## config.mk

```make
export PLATFORM = sky130hd
export DESIGN_NAME = cpl_timeout_tracker
export DESIGN_NICKNAME = d
export VERILOG_FILES = /design/src/rtl/tct_pkg.sv /design/src/rtl/tct_prescaler.sv /design/src/rtl/tct_ctrl_sel.sv /design/src/rtl/tct_entry.sv /design/src/rtl/cpl_timeout_tracker.sv
export SDC_FILE = /design/constraint.sdc
export NUM_CORES = 1
export LEC_CHECK = 0
export ABC_CLOCK_PERIOD_IN_PS = 1910
export BUFFER_PORTS_ARGS = -buffer_cell sky130_fd_sc_hd__buf_2
export CAP_MARGIN = 20
export CORE_UTILIZATION = 50
export CTS_BUF_LIST = sky130_fd_sc_hd__clkbuf_16
export DETAILED_ROUTE_END_ITERATION = 10
export PLACE_DENSITY = 0.73
export SLEW_MARGIN = 20
export SYNTH_ARGS = -nofsm -noshare
export SYNTH_HDL_FRONTEND = slang
export SYNTH_SLANG_ARGS = --single-unit
```

## constraint.sdc

```tcl
create_clock -name clk_i -period 1.91 [get_ports clk_i]
set_input_delay 0.382 -clock clk_i [delete_from_list [all_inputs] [get_ports clk_i]]
set_output_delay 0.382 -clock clk_i [all_outputs]
set_load 0.05 [all_outputs]
```

## src/rtl/tct_pkg.sv

```systemverilog
package tct_pkg;
  localparam int PER_W = 2;

  typedef struct packed {
    logic             enable;
    logic             resend;
    logic [PER_W-1:0] period;
  } ctl_t;
endpackage

```

## src/rtl/tct_prescaler.sv

```systemverilog
module tct_prescaler #(
  parameter int DIV = 16,
  localparam int CW = $clog2(DIV)
) (
  input  logic clk_i,
  input  logic rst_ni,
  output logic tick_o
);
  logic [CW-1:0] cnt_q;

  always_ff @(posedge clk_i or negedge rst_ni) begin
    if (!rst_ni) begin
      cnt_q  <= '0;
      tick_o <= 1'b0;
    end else begin
      tick_o <= (cnt_q == CW'(DIV - 1));
      cnt_q  <= (cnt_q == CW'(DIV - 1)) ? '0 : cnt_q + 1'b1;
    end
  end
endmodule

```

## src/rtl/tct_ctrl_sel.sv

```systemverilog
module tct_ctrl_sel
  import tct_pkg::*;
(
  input  logic             clk_i,
  input  logic             rst_ni,
  input  logic             cap_ver2_i,
  input  logic             ctl_disable_i,
  input  logic             ctl_resend_i,
  input  logic [PER_W-1:0] ctl_period_i,
  input  logic             cfg_disable_i,
  input  logic [PER_W-1:0] cfg_period_i,
  input  logic             rom_resend_i,
  output ctl_t             eff_o
);
  always_ff @(posedge clk_i or negedge rst_ni) begin
    if (!rst_ni) begin
      eff_o <= '{enable: 1'b1, resend: 1'b0, period: '0};
    end else if (cap_ver2_i) begin
      eff_o <= '{enable: !cfg_disable_i, resend: rom_resend_i, period: cfg_period_i};
    end else begin
      eff_o <= '{enable: !ctl_disable_i, resend: ctl_resend_i, period: ctl_period_i};
    end
  end
endmodule

```

## src/rtl/tct_entry.sv

```systemverilog
module tct_entry #(
  parameter int CNT_W = 7
) (
  input  logic             clk_i,
  input  logic             rst_ni,
  input  logic             load_i,
  input  logic             retire_i,
  input  logic             grant_i,
  input  logic             resend_i,
  input  logic             tick_i,
  input  logic             en_i,
  input  logic [CNT_W-1:0] period_i,
  output logic             valid_o,
  output logic             expired_o
);
  logic             park_q;  // expired, waiting for retransmission
  logic [CNT_W-1:0] cnt_q;

  always_ff @(posedge clk_i or negedge rst_ni) begin
    if (!rst_ni) begin
      valid_o <= 1'b0;
      park_q  <= 1'b0;
      cnt_q   <= '0;
    end else if (load_i) begin
      valid_o <= 1'b1;
      park_q  <= 1'b0;
      cnt_q   <= period_i;
    end else if (retire_i) begin
      valid_o <= 1'b0;
      park_q  <= 1'b0;
    end else if (grant_i) begin
      if (resend_i) park_q <= 1'b1;
      else          valid_o <= 1'b0;
    end else if (tick_i && en_i && valid_o && !park_q && cnt_q != '0) begin
      cnt_q <= cnt_q - 1'b1;
    end
  end

  assign expired_o = valid_o && !park_q && en_i && (cnt_q == '0);
endmodule

```

## src/rtl/cpl_timeout_tracker.sv

```systemverilog
module cpl_timeout_tracker
  import tct_pkg::*;
#(
  parameter int NUM_TAGS   = 8,
  parameter int TICK_DIV   = 16,
  parameter int BASE_TICKS = 8,
  localparam int TAG_W = $clog2(NUM_TAGS),
  localparam int CNT_W = $clog2(BASE_TICKS << ((1 << PER_W) - 1)) + 1
) (
  input  logic             clk_i,
  input  logic             rst_ni,
  input  logic             req_valid_i,
  input  logic [TAG_W-1:0] req_tag_i,
  input  logic             cpl_valid_i,
  input  logic [TAG_W-1:0] cpl_tag_i,
  input  logic             cap_ver2_i,
  input  logic             ctl_disable_i,
  input  logic             ctl_resend_i,
  input  logic [PER_W-1:0] ctl_period_i,
  input  logic             cfg_disable_i,
  input  logic [PER_W-1:0] cfg_period_i,
  input  logic             rom_resend_i,
  output logic             resend_o,
  output logic [TAG_W-1:0] resend_tag_o,
  output logic             err_o,
  output logic [TAG_W-1:0] err_tag_o,
  output logic             unexp_cpl_o,
  output logic             sts_disable_o,
  output logic             sts_resend_o,
  output logic [PER_W-1:0] sts_period_o
);
  ctl_t                eff;
  logic                tick;
  logic [CNT_W-1:0]    period_ticks;
  logic [NUM_TAGS-1:0] load, retire, valid, expired, grant;
  logic [TAG_W-1:0]    gnt_tag;
  logic                gnt_any;

  tct_prescaler #(.DIV(TICK_DIV)) u_presc (
    .clk_i, .rst_ni, .tick_o(tick)
  );

  tct_ctrl_sel u_sel (
    .clk_i, .rst_ni, .cap_ver2_i, .ctl_disable_i, .ctl_resend_i, .ctl_period_i,
    .cfg_disable_i, .cfg_period_i, .rom_resend_i, .eff_o(eff)
  );

  assign period_ticks = CNT_W'(BASE_TICKS) << eff.period;

  for (genvar i = 0; i < NUM_TAGS; i++) begin : g_ent
    assign load[i]   = req_valid_i && (req_tag_i == TAG_W'(i));
    assign retire[i] = cpl_valid_i && (cpl_tag_i == TAG_W'(i)) && !load[i];

    tct_entry #(.CNT_W(CNT_W)) u_ent (
      .clk_i, .rst_ni,
      .load_i   (load[i]),
      .retire_i (retire[i]),
      .grant_i  (grant[i]),
      .resend_i (eff.resend),
      .tick_i   (tick),
      .en_i     (eff.enable),
      .period_i (period_ticks),
      .valid_o  (valid[i]),
      .expired_o(expired[i])
    );
  end

  // lowest tag wins; a handshake on the same tag this cycle takes precedence
  always_comb begin
    grant   = '0;
    gnt_tag = '0;
    gnt_any = 1'b0;
    for (int i = 0; i < NUM_TAGS; i++) begin
      if (expired[i] && !load[i] && !retire[i] && !gnt_any) begin
        grant[i] = 1'b1;
        gnt_tag  = TAG_W'(i);
        gnt_any  = 1'b1;
      end
    end
  end

  always_ff @(posedge clk_i or negedge rst_ni) begin
    if (!rst_ni) begin
      resend_o     <= 1'b0;
      err_o        <= 1'b0;
      resend_tag_o <= '0;
      err_tag_o    <= '0;
      unexp_cpl_o  <= 1'b0;
    end else begin
      resend_o     <= gnt_any && eff.resend;
      err_o        <= gnt_any && !eff.resend;
      resend_tag_o <= gnt_tag;
      err_tag_o    <= gnt_tag;
      unexp_cpl_o  <= cpl_valid_i && !valid[cpl_tag_i];
    end
  end

  assign sts_disable_o = !eff.enable;
  assign sts_resend_o  = eff.resend;
  assign sts_period_o  = eff.period;
endmodule

```

==> impl_results.md, run 1 <==
- Status: finished, violations left
- Violated checks: setup timing
- Combinational Power Share: roughly 46%
- Switch Pwr: roughly 3.5 mW
- R2r setup slk: -0.14 ns
- Deepest clock path buffer count: 2
- RSZ-0062 raised after global routing: true
- CTS tree: yes
- Cell area after layout: 0.00673 mm²
- Crit path depth: 8
- Synth Net Count: 536
- Slowest CP cell: or3b_4
- Relative slew slack: about 65%
- Antenna Violating Nets Remaining: 0
- Pre-antenna DRT Iters: 4
- DR vias: 4354
- Largest fanout on the critical path: 2
- Hold Slack: 0.219 ns
- Routing usage on met1: 32.1%
- DP HPWL: about 8900 µm
- Filler cells: 655
- Switching Fraction: 36.9%
- P per Cell Area: around 1400 mW/mm²
- Period minus WS final: a little over 2 ns
- Die ar.: 0.0100 mm²
- Clk root buf: clkbuf_16
- Die W: 100 µm
- DRC: 0
- Worst slew pin tran: between 0.5 and 0.6 ns
- Area post-placement: 0.00588 mm²
- Largest net degree at the start of global routing: 40
- Crit start category: flip-flop
- Final Cycle Share: 107%
- Die Ht: 100 µm
- Worst clock skew: 0.00673 ns
- EDFF count, synth: 0
- Total power: 9.51 mW
- R2r worst-path depth: 8
- Worst-Skew Late Latency: 0.34 ns
- FP Rows: 35
- Int Pwr: 6.00 mW
- Clock slew at reported path FFs: 0.06 ns
- First-pass GRT wire length: roughly 21000 µm
- Portion of total power attributed to sequential cells: 32.8%
- Cell family with most CP delay: simple AND/OR/NAND/NOR gates
- Crit Path Category: flip-flop to flip-flop
- GRT met3 Usage: 6.13%
- Antenna violations before repair: 1
- Worst setup path startpoint: g_ent[7].u_ent.cnt_q[0]
- Via density: 5.52
- CP peak stage delay: around 0.4 ns
- Worst Path Required: around 2.2 ns
- # port buffers: 31
- Flops & latches, synth: 87
- Initial core utilization: slightly above 50%
- DR iter-0 viols: 210
- Slack of the critical path: -0.135 ns
- Sequential element share of the synthesized area: 45.3%
- Most frequent cells in the layout: buf_4 (129), dfrtp_1 (86), nor2_1 (54), nand2_1 (51), buf_2 (30)
- Global Route Usage Sum: a little over a quarter
- End of the critical path: g_ent[7].u_ent.park_q
- Layout Utilization: 72.5%
- Crit path cell chain: inv_2 -> ha_4 -> or3b_4 -> nor4_4 -> nand4_1 -> nor3_2 -> a41oi_1 -> nor3_1
- Reg2Reg Launch Point: g_ent[7].u_ent.cnt_q[0]
- Busiest grt layer: met2
- Fmax: 489 MHz
- H-tree Lvls: 3
- Area Overhead vs Synth: 39.9%
- Final Hold Fails: 0
- P_leak: 3.01 nW
- Remaining Overflow, GRT: 0
- Synth Cell Area: 0.00481 mm²
- Max-Cap Viols: 0
- Inserted Clock Buffers: 9
- Mapped Avg Cell Area: 9.59 µm²
- NumNets Final: 688
- Core Area: 0.00928 mm²
- FFs w/ async S/R, synth: 100%
- Vias in the first global route: 4441
- Commonest non-fill, non-tap cell in the layout: buf_4
- HP Class: input port to flip-flop
- Yosys synthesis warning count: 0
- Max-slew violations: 0
- WP buf/inv: 1
- Final WL: 13400 µm
- Critical R2R Capture: g_ent[7].u_ent.park_q
- Worst Path Arrival: 2.28 ns
- Peak supply drop: 0.688 mV
- Crit end category: flip-flop
- Clk pwr share: between 20% and 30%
- Share of cells above drive strength 1: approximately two fifths
- Most used DFF post-synth: dfrtp_1
- Boundary Pins: 32
- Yosys cell types: 61
- Mapped Cells: approximately 500
- CTS sink cnt: 87
- Routability cong.: 0.945
- Per-cell routed wire length: ~17 µm
- Grt met2 use: 46.9%
- Final setup vio count: 14
## through the flow
stage	worst slack, ns	std cells	TNS (ns)
2_1_floorplan	-0.0808	502	-0.381
3_3_place_gp	-0.205	746	-4.37
3_5_place_dp	-0.330	746	-7.45
4_1_cts	-0.120	775	-1.12
5_1_grt	-0.288	788	-2.79
6_report	-0.135	789	-0.980
## state kept, by name, summed over array words and instances (netlist names)
signal and cells:
err_tag_o 3, u_presc.cnt_q 4, g_ent.u_ent.cnt_q 56, resend_o 1, g_ent.u_ent.park_q 8, u_presc.tick_o 1, u_sel.eff_o 4, unexp_cpl_o 1
err_o 1, g_ent.u_ent.valid_o 8
## how the worst min path moves through the flow
| stage | start | endpoint | cells after the start |
|---|---|---|---|
| 3_3_place_gp | rst_ni | g_ent[0].u_ent.cnt_q[2] | 1 |
| 3_5_place_dp | rst_ni | g_ent[0].u_ent.cnt_q[2] | 1 |
| 5_1_grt | ctl_disable_i | u_sel.eff_o[3] | 2 |
| 6_report | ctl_disable_i | u_sel.eff_o[3] | 2 |
| 2_1_floorplan | rst_ni | err_o | 0 |
| 4_1_cts | ctl_disable_i | u_sel.eff_o[3] | 2 |
## synthesized netlist by cell type, types with 3 or more instances
library cell | number | area [µm²]
nor4b_2 | 3 | 45.0
nand4b_1 | 8 | 70.1
nand2b_1 | 6 | 37.5
nor2_1 | 57 | 214
and3b_1 | 4 | 35.0
a21oi_1 | 10 | 50.1
mux2_2 | 3 | 33.8
dfrtp_1 | 86 | 2150
a211oi_1 | 5 | 37.5
or4_1 | 3 | 22.5
buf_2 | 4 | 20.0
o211ai_1 | 3 | 22.5
nor2b_1 | 4 | 25.0
nand3b_1 | 4 | 30.0
or3_1 | 3 | 18.8
nand2_1 | 53 | 199
xor2_1 | 29 | 254
nor4_2 | 6 | 75.1
buf_4 | 3 | 22.5
nor4_1 | 7 | 43.8
nor3_1 | 18 | 90.1
xnor2_1 | 17 | 149
a31oi_1 | 4 | 25.0
nand3_1 | 22 | 110
o21ai_1 | 4 | 20.0
inv_1 | 23 | 86.3
clkbuf_1 | 7 | 26.3
nand4_1 | 4 | 25.0
nor4bb_1 | 3 | 30.0
buf_1 | 5 | 18.8
o21ai_0 | 36 | 180
and4b_1 | 3 | 30.0
ha_1 | 15 | 188
## cell type report
cell class                      instances  area [µm²]  area share [%]
Multi-Input combinational cell        371        2810            41.7
Sequential cell                        87        2180            32.3
Timing Repair Buffer                  162        1160            17.2
Clock buffer                            9         225            3.34
Tap cell                              129         161            2.40
Clock inverter                          7         111            1.65
Inverter                               23        86.3            1.28
Antenna cell                            1        2.50          0.0372
## power groups by stage
stage | clock network, mW | logic (mW) | registers, mW
5_1_grt | 2.07 | 4.80 | 3.18
2_1_floorplan | 0 | 1.96 | 3.12
3_5_place_dp | 0 | 3.47 | 3.02
4_1_cts | 2.00 | 3.89 | 3.07
6_report | 1.98 | 4.42 | 3.12
3_3_place_gp | 0 | 3.34 | 2.98
## metal layers
| metal | part of all wire [%] | wire (µm) | up-vias |
|---|---|---|---|
| met1 | 41 | 5470 | 2123 |
| met4 | 4.0 | 543 | 0 |
| met3 | 5.4 | 726 | 42 |
| li1 | - | - | 2057 |
| met5 | 0 | 0 | - |
| met2 | 50 | 6680 | 132 |
## worst reg2reg max path, cell delays in order, from the launching register on
cell,delay [ns]
dfrtp_1,0.39
inv_2,0.08
ha_4,0.13
or3b_4,0.40
nor4_4,0.18
nand4_1,0.20
nor3_2,0.23
a41oi_1,0.14
nor3_1,0.20
## timing repair
item	4_1_cts	5_1_grt
setup endpoints to repair	40	45
endpoints found under the hold margin	7	0
gates resized for setup	37	41
hold buffers	1	0
pin swaps	23	29
buffers inserted	13	14
## kinds of logic after synthesis
group                      after synthesis  share of synthesized area (%)
xor gates and xnor gates                46                           8.37
DFF                                     87                           45.3
AOI/OAI and AO/OA                       71                           8.66
muxes                                    7                           2.05
adders and majority gates               15                           3.90
buffers and inverters                   44                           4.08
and+or+nand+nor                        232                           27.7
Power figures use the tool's default switching activity.
==> run 2: changes to the inputs <==
--- a/config.mk
+++ b/config.mk
@@ -5,6 +5,7 @@
 export SDC_FILE = /design/constraint.sdc
 export NUM_CORES = 1
 export LEC_CHECK = 0
+export ABC_AREA = 1
 export ABC_CLOCK_PERIOD_IN_PS = 1910
 export BUFFER_PORTS_ARGS = -buffer_cell sky130_fd_sc_hd__buf_2
 export CAP_MARGIN = 20
==> run 2 against run 1 <==
Effect of this change:
- the run ends with hold timing left
- register-to-register slack improved by 0.20 ns
- critical endpoint is now g_ent[6].u_ent.cnt_q[4]
- clock skew decreased by 0.0027 ns
- non-clock buffer count decreased by 100
- core utilization fell by 11 points
- clock power is essentially flat
- power fell by 17%
- critical path type unchanged
- global-route usage down 0.94 points
- fmax up 11%
- largest cell class unchanged
- sequential power fell by 6%
- routed wire length decreased by 4.4%
- die area rose by 5.9%
==> impl_results.md, run 2 <==
- Deepest clock path buffer count: 2
- Violated checks: hold timing
- Per-cell routed wire length: 14.9 µm
- Mapped Cells: about 660
- Worst setup path startpoint: g_ent[6].u_ent.cnt_q[0]
- Top Registers: g_ent.u_ent.cnt_q x56, g_ent.u_ent.park_q x8, g_ent.u_ent.valid_o x8
- CP peak stage delay: 0.38 ns
- # port buffers: 31
- Yosys synthesis warning count: 0
- Die Ht: roughly 100 µm
- Most used DFF post-synth: dfrtp_1
- RSZ-0062 raised after global routing: true
- Remaining Overflow, GRT: 0
- Mux contribution to synthesized area: 0.858%
- Yosys top cell area share: around 42%
- CTS sink cnt: 87
- Worst Path Arrival: 2.05 ns
- NumNets Final: 757
- Ranking of synthesized cells by area: dfrtp_1 (42%), nand2_1 (9.4%), inv_1 (7.0%), nor2_1 (5.4%), o21ai_0 (5.3%)
- Clk root buf: clkbuf_16
- Hold Slack: -0.00682 ns
- Commonest non-fill, non-tap cell in the layout: nand2_1
- Most frequent cells in the layout: nand2_1 (128), inv_1 (91), dfrtp_1 (86), nor2_1 (67), o21ai_0 (52)
- Worst-Skew Late Latency: between 0.3 and 0.4 ns
- Status: finished, violations left
- Peak supply drop: 0.502 mV
- Clock slew at reported path FFs: about 0.060 ns
- FFs w/ async S/R, synth: 100%
- Reg2Reg Launch Point: g_ent[6].u_ent.cnt_q[0]
- DR vias: 4706
- Worst slew pin tran: 0.541 ns
- Final Hold Fails: 15
- H-tree Lvls: 3
- Largest Register: g_ent.u_ent.cnt_q
- DR iter-0 viols: 281
- Synth Cell Area: 0.00510 mm²
- Global Route Usage Sum: 26.0%
- Number of flip-flops in the largest register: 56
- Max-Cap Viols: 0
- Antenna cells: 0
- Area Overhead vs Synth: 17.9%
- EDFF count, synth: 0
- P per Cell Area: 1320 mW/mm²
- Cell with the most instances after synthesis: nand2_1
- # hold bufs at CTS: 0
- Max-slew violations: 0
- Largest family of logic cells by synthesized area: simple AND/OR/NAND/NOR gates
- Final setup vio count: 0
- Layout Utilization: about three fifths
- Synth Area in Simple Gates: 27.4%
- Die W: 103 µm
- Setup Total Neg Slack: 0 ns
- Core Area: around 0.0098 mm²
- Flops & latches, synth: 87
- Crit start category: flip-flop
- Inserted Clock Buffers: 9
- Final Cycle Share: 96.5%
- Initial core utilization: 51.9%
- HP Class: input port to async pin
- Fmax: 542 MHz
- Die ar.: 0.0106 mm²
- Antenna Violating Nets Remaining: 0
- Cell area after layout: about 0.006 mm²
- Commonest cells post-synth: nand2_1 (128), inv_1 (95), dfrtp_1 (86)
- FP Rows: 36
- Routability cong.: 0.938
- Post-synthesis adder-cell area fraction: 3.68%
- Mapped Avg Cell Area: 7.75 µm²
- Total power: 7.91 mW
- Top cell by count, worst path: nor2_2
- Synth Area in XOR/XNOR: around 2.2%
- Yosys cell types: 49
- DRC: 0
- CTS tree: yes
- Crit end category: flip-flop
- Crit Path Category: flip-flop to flip-flop
- Share of cells above drive strength 1: 19.2%
- Crit path cell chain: inv_1 -> ha_2 -> nand2_1 -> nor2_2 -> nand2_1 -> nor2_2 -> nor2_1 -> nor2_2 -> inv_2 -> o311ai_0 -> o21ai_1
- Post-synthesis compound-gate area fraction: ~15%
- Largest fanout on the critical path: 8
- DP HPWL: 9640 µm
- Largest net degree at the start of global routing: 35
- Antenna violations before repair: 0
- Vias in the first global route: 4564
- Sequential element share of the synthesized area: a little over two fifths
- Slowest CP cell: dfrtp_1
- Worst clock skew: ~0.0040 ns
- Boundary Pins: 32
- Synth Net Count: 692
- Area post-placement: 0.00559 mm²
- First-pass GRT wire length: 21000 µm
- Final WL: around 13000 µm
- Pre-antenna DRT Iters: 8
- Yosys top cell by area: dfrtp_1
- Period minus WS final: 1.84 ns
- Worst Path Required: roughly 2.1 ns
- Filler cells: 888
- P_leak: 3.01 nW
- Relative slew slack: 63.9%
- Via density: 5.47
==> run 2: cell count changes in the layout (fill, tap and decap cells not counted), sizes merged, moves of 8 or more <==
cell	delta
inv	+81
nand2	+83
xor2	-19
nand3	+26
nor2	+28
buf	-99
nand4	+8
o21ai	+21
nand4b	-8
nor4	-12
xnor2	-14
==> run 2: cells by family (layout without fill, tap and decap cells) <==
logic type	after synthesis	count (layout)
compound gates	121	121
xor+xnor	13	13
fa+ha+maj	15	15
buf+inv	112	182
flops	87	87
mux	4	4
simple gates	306	306
==> run 2: timing repair <==
action	in CTS	in global routing
endpoints found under the hold margin	0	0
setup buffers	0	4
endpoints found under the setup margin	2	32
pin swaps	0	5
resized for setup	3	19
==> run 2: critical path, delay by kind of cell (launching register included) <==
| kind | cells | cell delay, ns |
|---|---|---|
| flops | 1 | 0.38 |
| compound gates | 2 | 0.25 |
| fa+ha+maj | 1 | 0.23 |
| simple gates | 6 | 0.66 |
| buf+inv | 2 | 0.20 |
==> run 2: per-stage QoR <==
step                      worst slack (ns)  cells
after CTS                           0.0387    857
after floorplan                      0.186    658
after global placement              0.0505    841
after detailed placement           -0.0319    841
final                               0.0665    861
after global routing               -0.0299    861
==> run 2: metal layers <==
| metal | vias to the layer above | GRT usage (%) | routed length [µm] |
|---|---|---|---|
| met2 | 161 | 43.4 | 6070 |
| met3 | 32 | 3.93 | 715 |
| met4 | 0 | 11.2 | 336 |
| met1 | 2215 | 33.7 | 5700 |
| li1 | 2298 | - | - |
| met5 | - | 0 | 0 |
==> run 2: area by class of cell <==
cell class | instances | area, µm² | area share, %
clock buffer | 9 | 225 | 3.74
multi-input combinational | 459 | 2540 | 42.2
tap | 133 | 166 | 2.77
inverter | 104 | 390 | 6.49
sequential | 87 | 2180 | 36.2
timing repair buffer | 62 | 403 | 6.70
clock inverter | 7 | 111 | 1.85
==> run 2: final timing paths <==
check	depth (start not counted)	endpoint	slack, ns
setup reg to reg	11	g_ent[6].u_ent.cnt_q[4]	0.07
hold reg to reg	1	g_ent[3].u_ent.cnt_q[0]	0.47
setup / recovery	11	g_ent[6].u_ent.cnt_q[4]	0.07
hold / removal	1	g_ent[3].u_ent.cnt_q[1]	-0.007
max in group asynchronous	2	g_ent[1].u_ent.cnt_q[2]	1.37
min in group clk_i	2	u_sel.eff_o[3]	0.21
==> run 2: power breakdown <==
part           switching (mW)  internal (mW)
Clock                   0.723           1.27
Combinational            1.84           1.13
Sequential              0.480           2.46
Total                    3.05           4.86
==> run 3: changes to the inputs <==
--- a/config.mk
+++ b/config.mk
@@ -11,8 +11,10 @@
 export CAP_MARGIN = 20
 export CORE_UTILIZATION = 50
 export CTS_BUF_LIST = sky130_fd_sc_hd__clkbuf_16
+export CTS_CLUSTER_DIAMETER = 60
 export DETAILED_ROUTE_END_ITERATION = 10
 export PLACE_DENSITY = 0.73
+export SETUP_SLACK_MARGIN = 0.4
 export SLEW_MARGIN = 20
 export SYNTH_ARGS = -nofsm -noshare
 export SYNTH_HDL_FRONTEND = slang
==> run 3 against run 2 <==
Effect of this change:
- the flow now finishes without violations
- combinational power up 39%
- core utilization up 9.4 points
- final cell count up 6.0%
- non-clock buffer count up 50
- register-to-register slack better by 0.03 ns
- flip-flop and latch count unchanged
- sequential share of layout area down 4.8 points
- largest cell class unchanged
- largest power group unchanged
- highest routed layer unchanged
==> impl_results.md, run 3 (same netlist as run 2, synthesis figures left out) <==
- Fmax: between 500 and 600 MHz
- NumNets Final: 809
- Worst slew pin tran: roughly 0.48 ns
- Slowest CP cell: dfrtp_1
- Crit end category: flip-flop
- Final setup vio count: 0
- Final Cycle Share: 94.7%
- Die W: roughly 100 µm
- CP peak stage delay: 0.39 ns
- Filler cells: 782
- Crit path cell chain: inv_2 -> ha_4 -> inv_2 -> nor2_2 -> nand3_2 -> buf_6 -> buf_6 -> nand4_1 -> nand2_1 -> nand2_4 -> buf_6 -> a21oi_2 -> a21o_1
- Largest fanout on the critical path: 4
- Period minus WS final: 1.81 ns
- Clock slew at reported path FFs: 0.06 ns
- Dpl cells: 844
- Number of flip-flops in the largest register: 56
- DRC: 0
- Global Route Usage Sum: 28.0%
- Final WL: 14600 µm
- Top cell by count, worst path: buf_6
- Remaining Overflow, GRT: 0
- Max-slew violations: 0
- Portion of total power attributed to sequential cells: between 30% and 40%
- Inserted Clock Buffers: 9
- Cell family with most CP delay: buffers and inverters
- RSZ-0062 raised after global routing: true
- Status: completed
- CTS tree: yes
- Worst clock skew: 0.00782 ns
- Boundary Pins: 32
- Vias in the first global route: roughly 4700
- Max-Cap Viols: 0
- Deepest clock path buffer count: 2
- DR iter-0 viols: 280
- P_leak: 3.31 nW
- Switch Pwr: 3.67 mW
- Int Pwr: 5.06 mW
- Crit Path Category: flip-flop to flip-flop
- Via density: 5.55
- Relative slew slack: 67.5%
- Setup Total Neg Slack: 0 ns
- Antenna violations before repair: 0
- Peak supply drop: 0.651 mV
- Antenna Violating Nets Remaining: 0
- Pre-antenna DRT Iters: 5
- Final Hold Fails: 0
- Worst Path Arrival: 2.05 ns
- Total power: 8.73 mW
- H-tree Lvls: 3
- Initial core utilization: between 50% and 60%
- Clk root buf: clkbuf_16
- DR vias: 5063
- Cell Count, Final, Fillers Out: 913
- Commonest non-fill, non-tap cell in the layout: nand2_1
- FP Rows: 36
- Switching Fraction: a little over two fifths
- Area Overhead vs Synth: 36.0%
- HP Class: input port to flip-flop
- Most frequent cells in the layout: nand2_1 (114), dfrtp_1 (86), inv_1 (73), buf_4 (71), nor2_1 (50)
- Largest Register: g_ent.u_ent.cnt_q
- Share of cells above drive strength 1: between 30% and 40%
- Core Area: 0.00982 mm²
- # port buffers: 31
- Die Ht: 103 µm
- Hold Slack: 0.179 ns
- Per-cell routed wire length: around 16 µm
- First-pass GRT wire length: ~23000 µm
- Crit start category: flip-flop
- Worst-Skew Late Latency: about 0.35 ns
- Die ar.: around 0.011 mm²
- Largest net degree at the start of global routing: 39
- Worst Path Required: 2.15 ns
- Routability cong.: 0.944
- WP buf/inv: 5
- DP HPWL: 9250 µm
- Antenna cells: 0
- Combinational Power Share: 47.4%
- Clk pwr share: between 10% and 20%
- CTS sink cnt: slightly below 90
- Top Registers: g_ent.u_ent.cnt_q x56, g_ent.u_ent.park_q x8, g_ent.u_ent.valid_o x8
- P per Cell Area: 1260 mW/mm²
## run 3: changes by cell type in the layout (fill, tap and decap cells not counted), moves of 9 or more
cell / before / now
nand3_1: 44 / 33
nor2_4: 6 / 19
nand2_1: 128 / 114
inv_2: 13 / 28
o21ai_1: 6 / 21
buf_4: 31 / 71
nor2_1: 67 / 50
inv_1: 91 / 73
buf_6: 0 / 9
o21ai_0: 52 / 27
o21ai_2: 3 / 12
## run 3: final timing paths
check | slack (ns) | start | cells past startpoint | endpoint
min in group asynchronous | 0.50 | rst_ni | 2 | g_ent[3].u_ent.cnt_q[5]
worst min register to register | 0.48 | g_ent[1].u_ent.cnt_q[5] | 1 | g_ent[1].u_ent.cnt_q[5]
worst max-delay path | 0.10 | g_ent[1].u_ent.cnt_q[1] | 13 | g_ent[1].u_ent.cnt_q[5]
worst min-delay path | 0.18 | ctl_disable_i | 2 | u_sel.eff_o[3]
max in group asynchronous | 0.86 | rst_ni | 3 | u_sel.eff_o[3]
worst max register to register | 0.10 | g_ent[1].u_ent.cnt_q[1] | 13 | g_ent[1].u_ent.cnt_q[5]
## run 3: what timing repair did
action / 4_1_cts / 5_1_grt
pin swaps: 28 / 28
buffers inserted: 31 / 18
resized for setup: 99 / 92
endpoints found under the setup margin: 74 / 76
gates cloned: 3 / 0
hold endpoints to repair: 23 / 0
hold buffers: 1 / 0
## run 3: per-stage QoR
stage	instance area (µm²)	worst slack (ns)	util [%]
final	6940	0.101	70.7
after global routing	6940	0.0338	70.7
after CTS	6460	0.213	65.8
after detailed placement	5640	0.0204	57.5
after global placement	5640	0.106	57.5
after floorplan	5120	0.207	-
## run 3: layout make-up
class	instances	area, µm²	area share [%]
Inverter	104	415	5.99
Sequential cell	87	2180	31.4
Tap cell	133	166	2.40
Timing Repair Buffer	112	830	12.0
Timing Repair inverter	2	13.8	0.198
Multi-Input combinational cell	459	3080	44.4
Clock inverter	7	32.5	0.469
Clock buffer	9	225	3.25
## run 3: power groups by stage
stage | Clock (mW) | Sequential, mW | Combinational (mW)
2_1_floorplan | 0 | 2.92 | 2.14
3_3_place_gp | 0 | 2.91 | 2.75
3_5_place_dp | 0 | 2.93 | 2.88
4_1_cts | 1.62 | 2.93 | 3.46
5_1_grt | 1.69 | 3.07 | 4.57
6_report | 1.59 | 3.00 | 4.14
## run 3: per-layer routing
layer  GRT usage (%)  up-vias  share of wire (%)  routed length (µm)
met2            46.2      173                 50                7310
met5               0        -                  0                   0
met1            36.9     2443                 42                6090
met3            5.02       35                5.6                 812
met4            10.5        0                2.4                 354
li1                -     2412                  -                   -
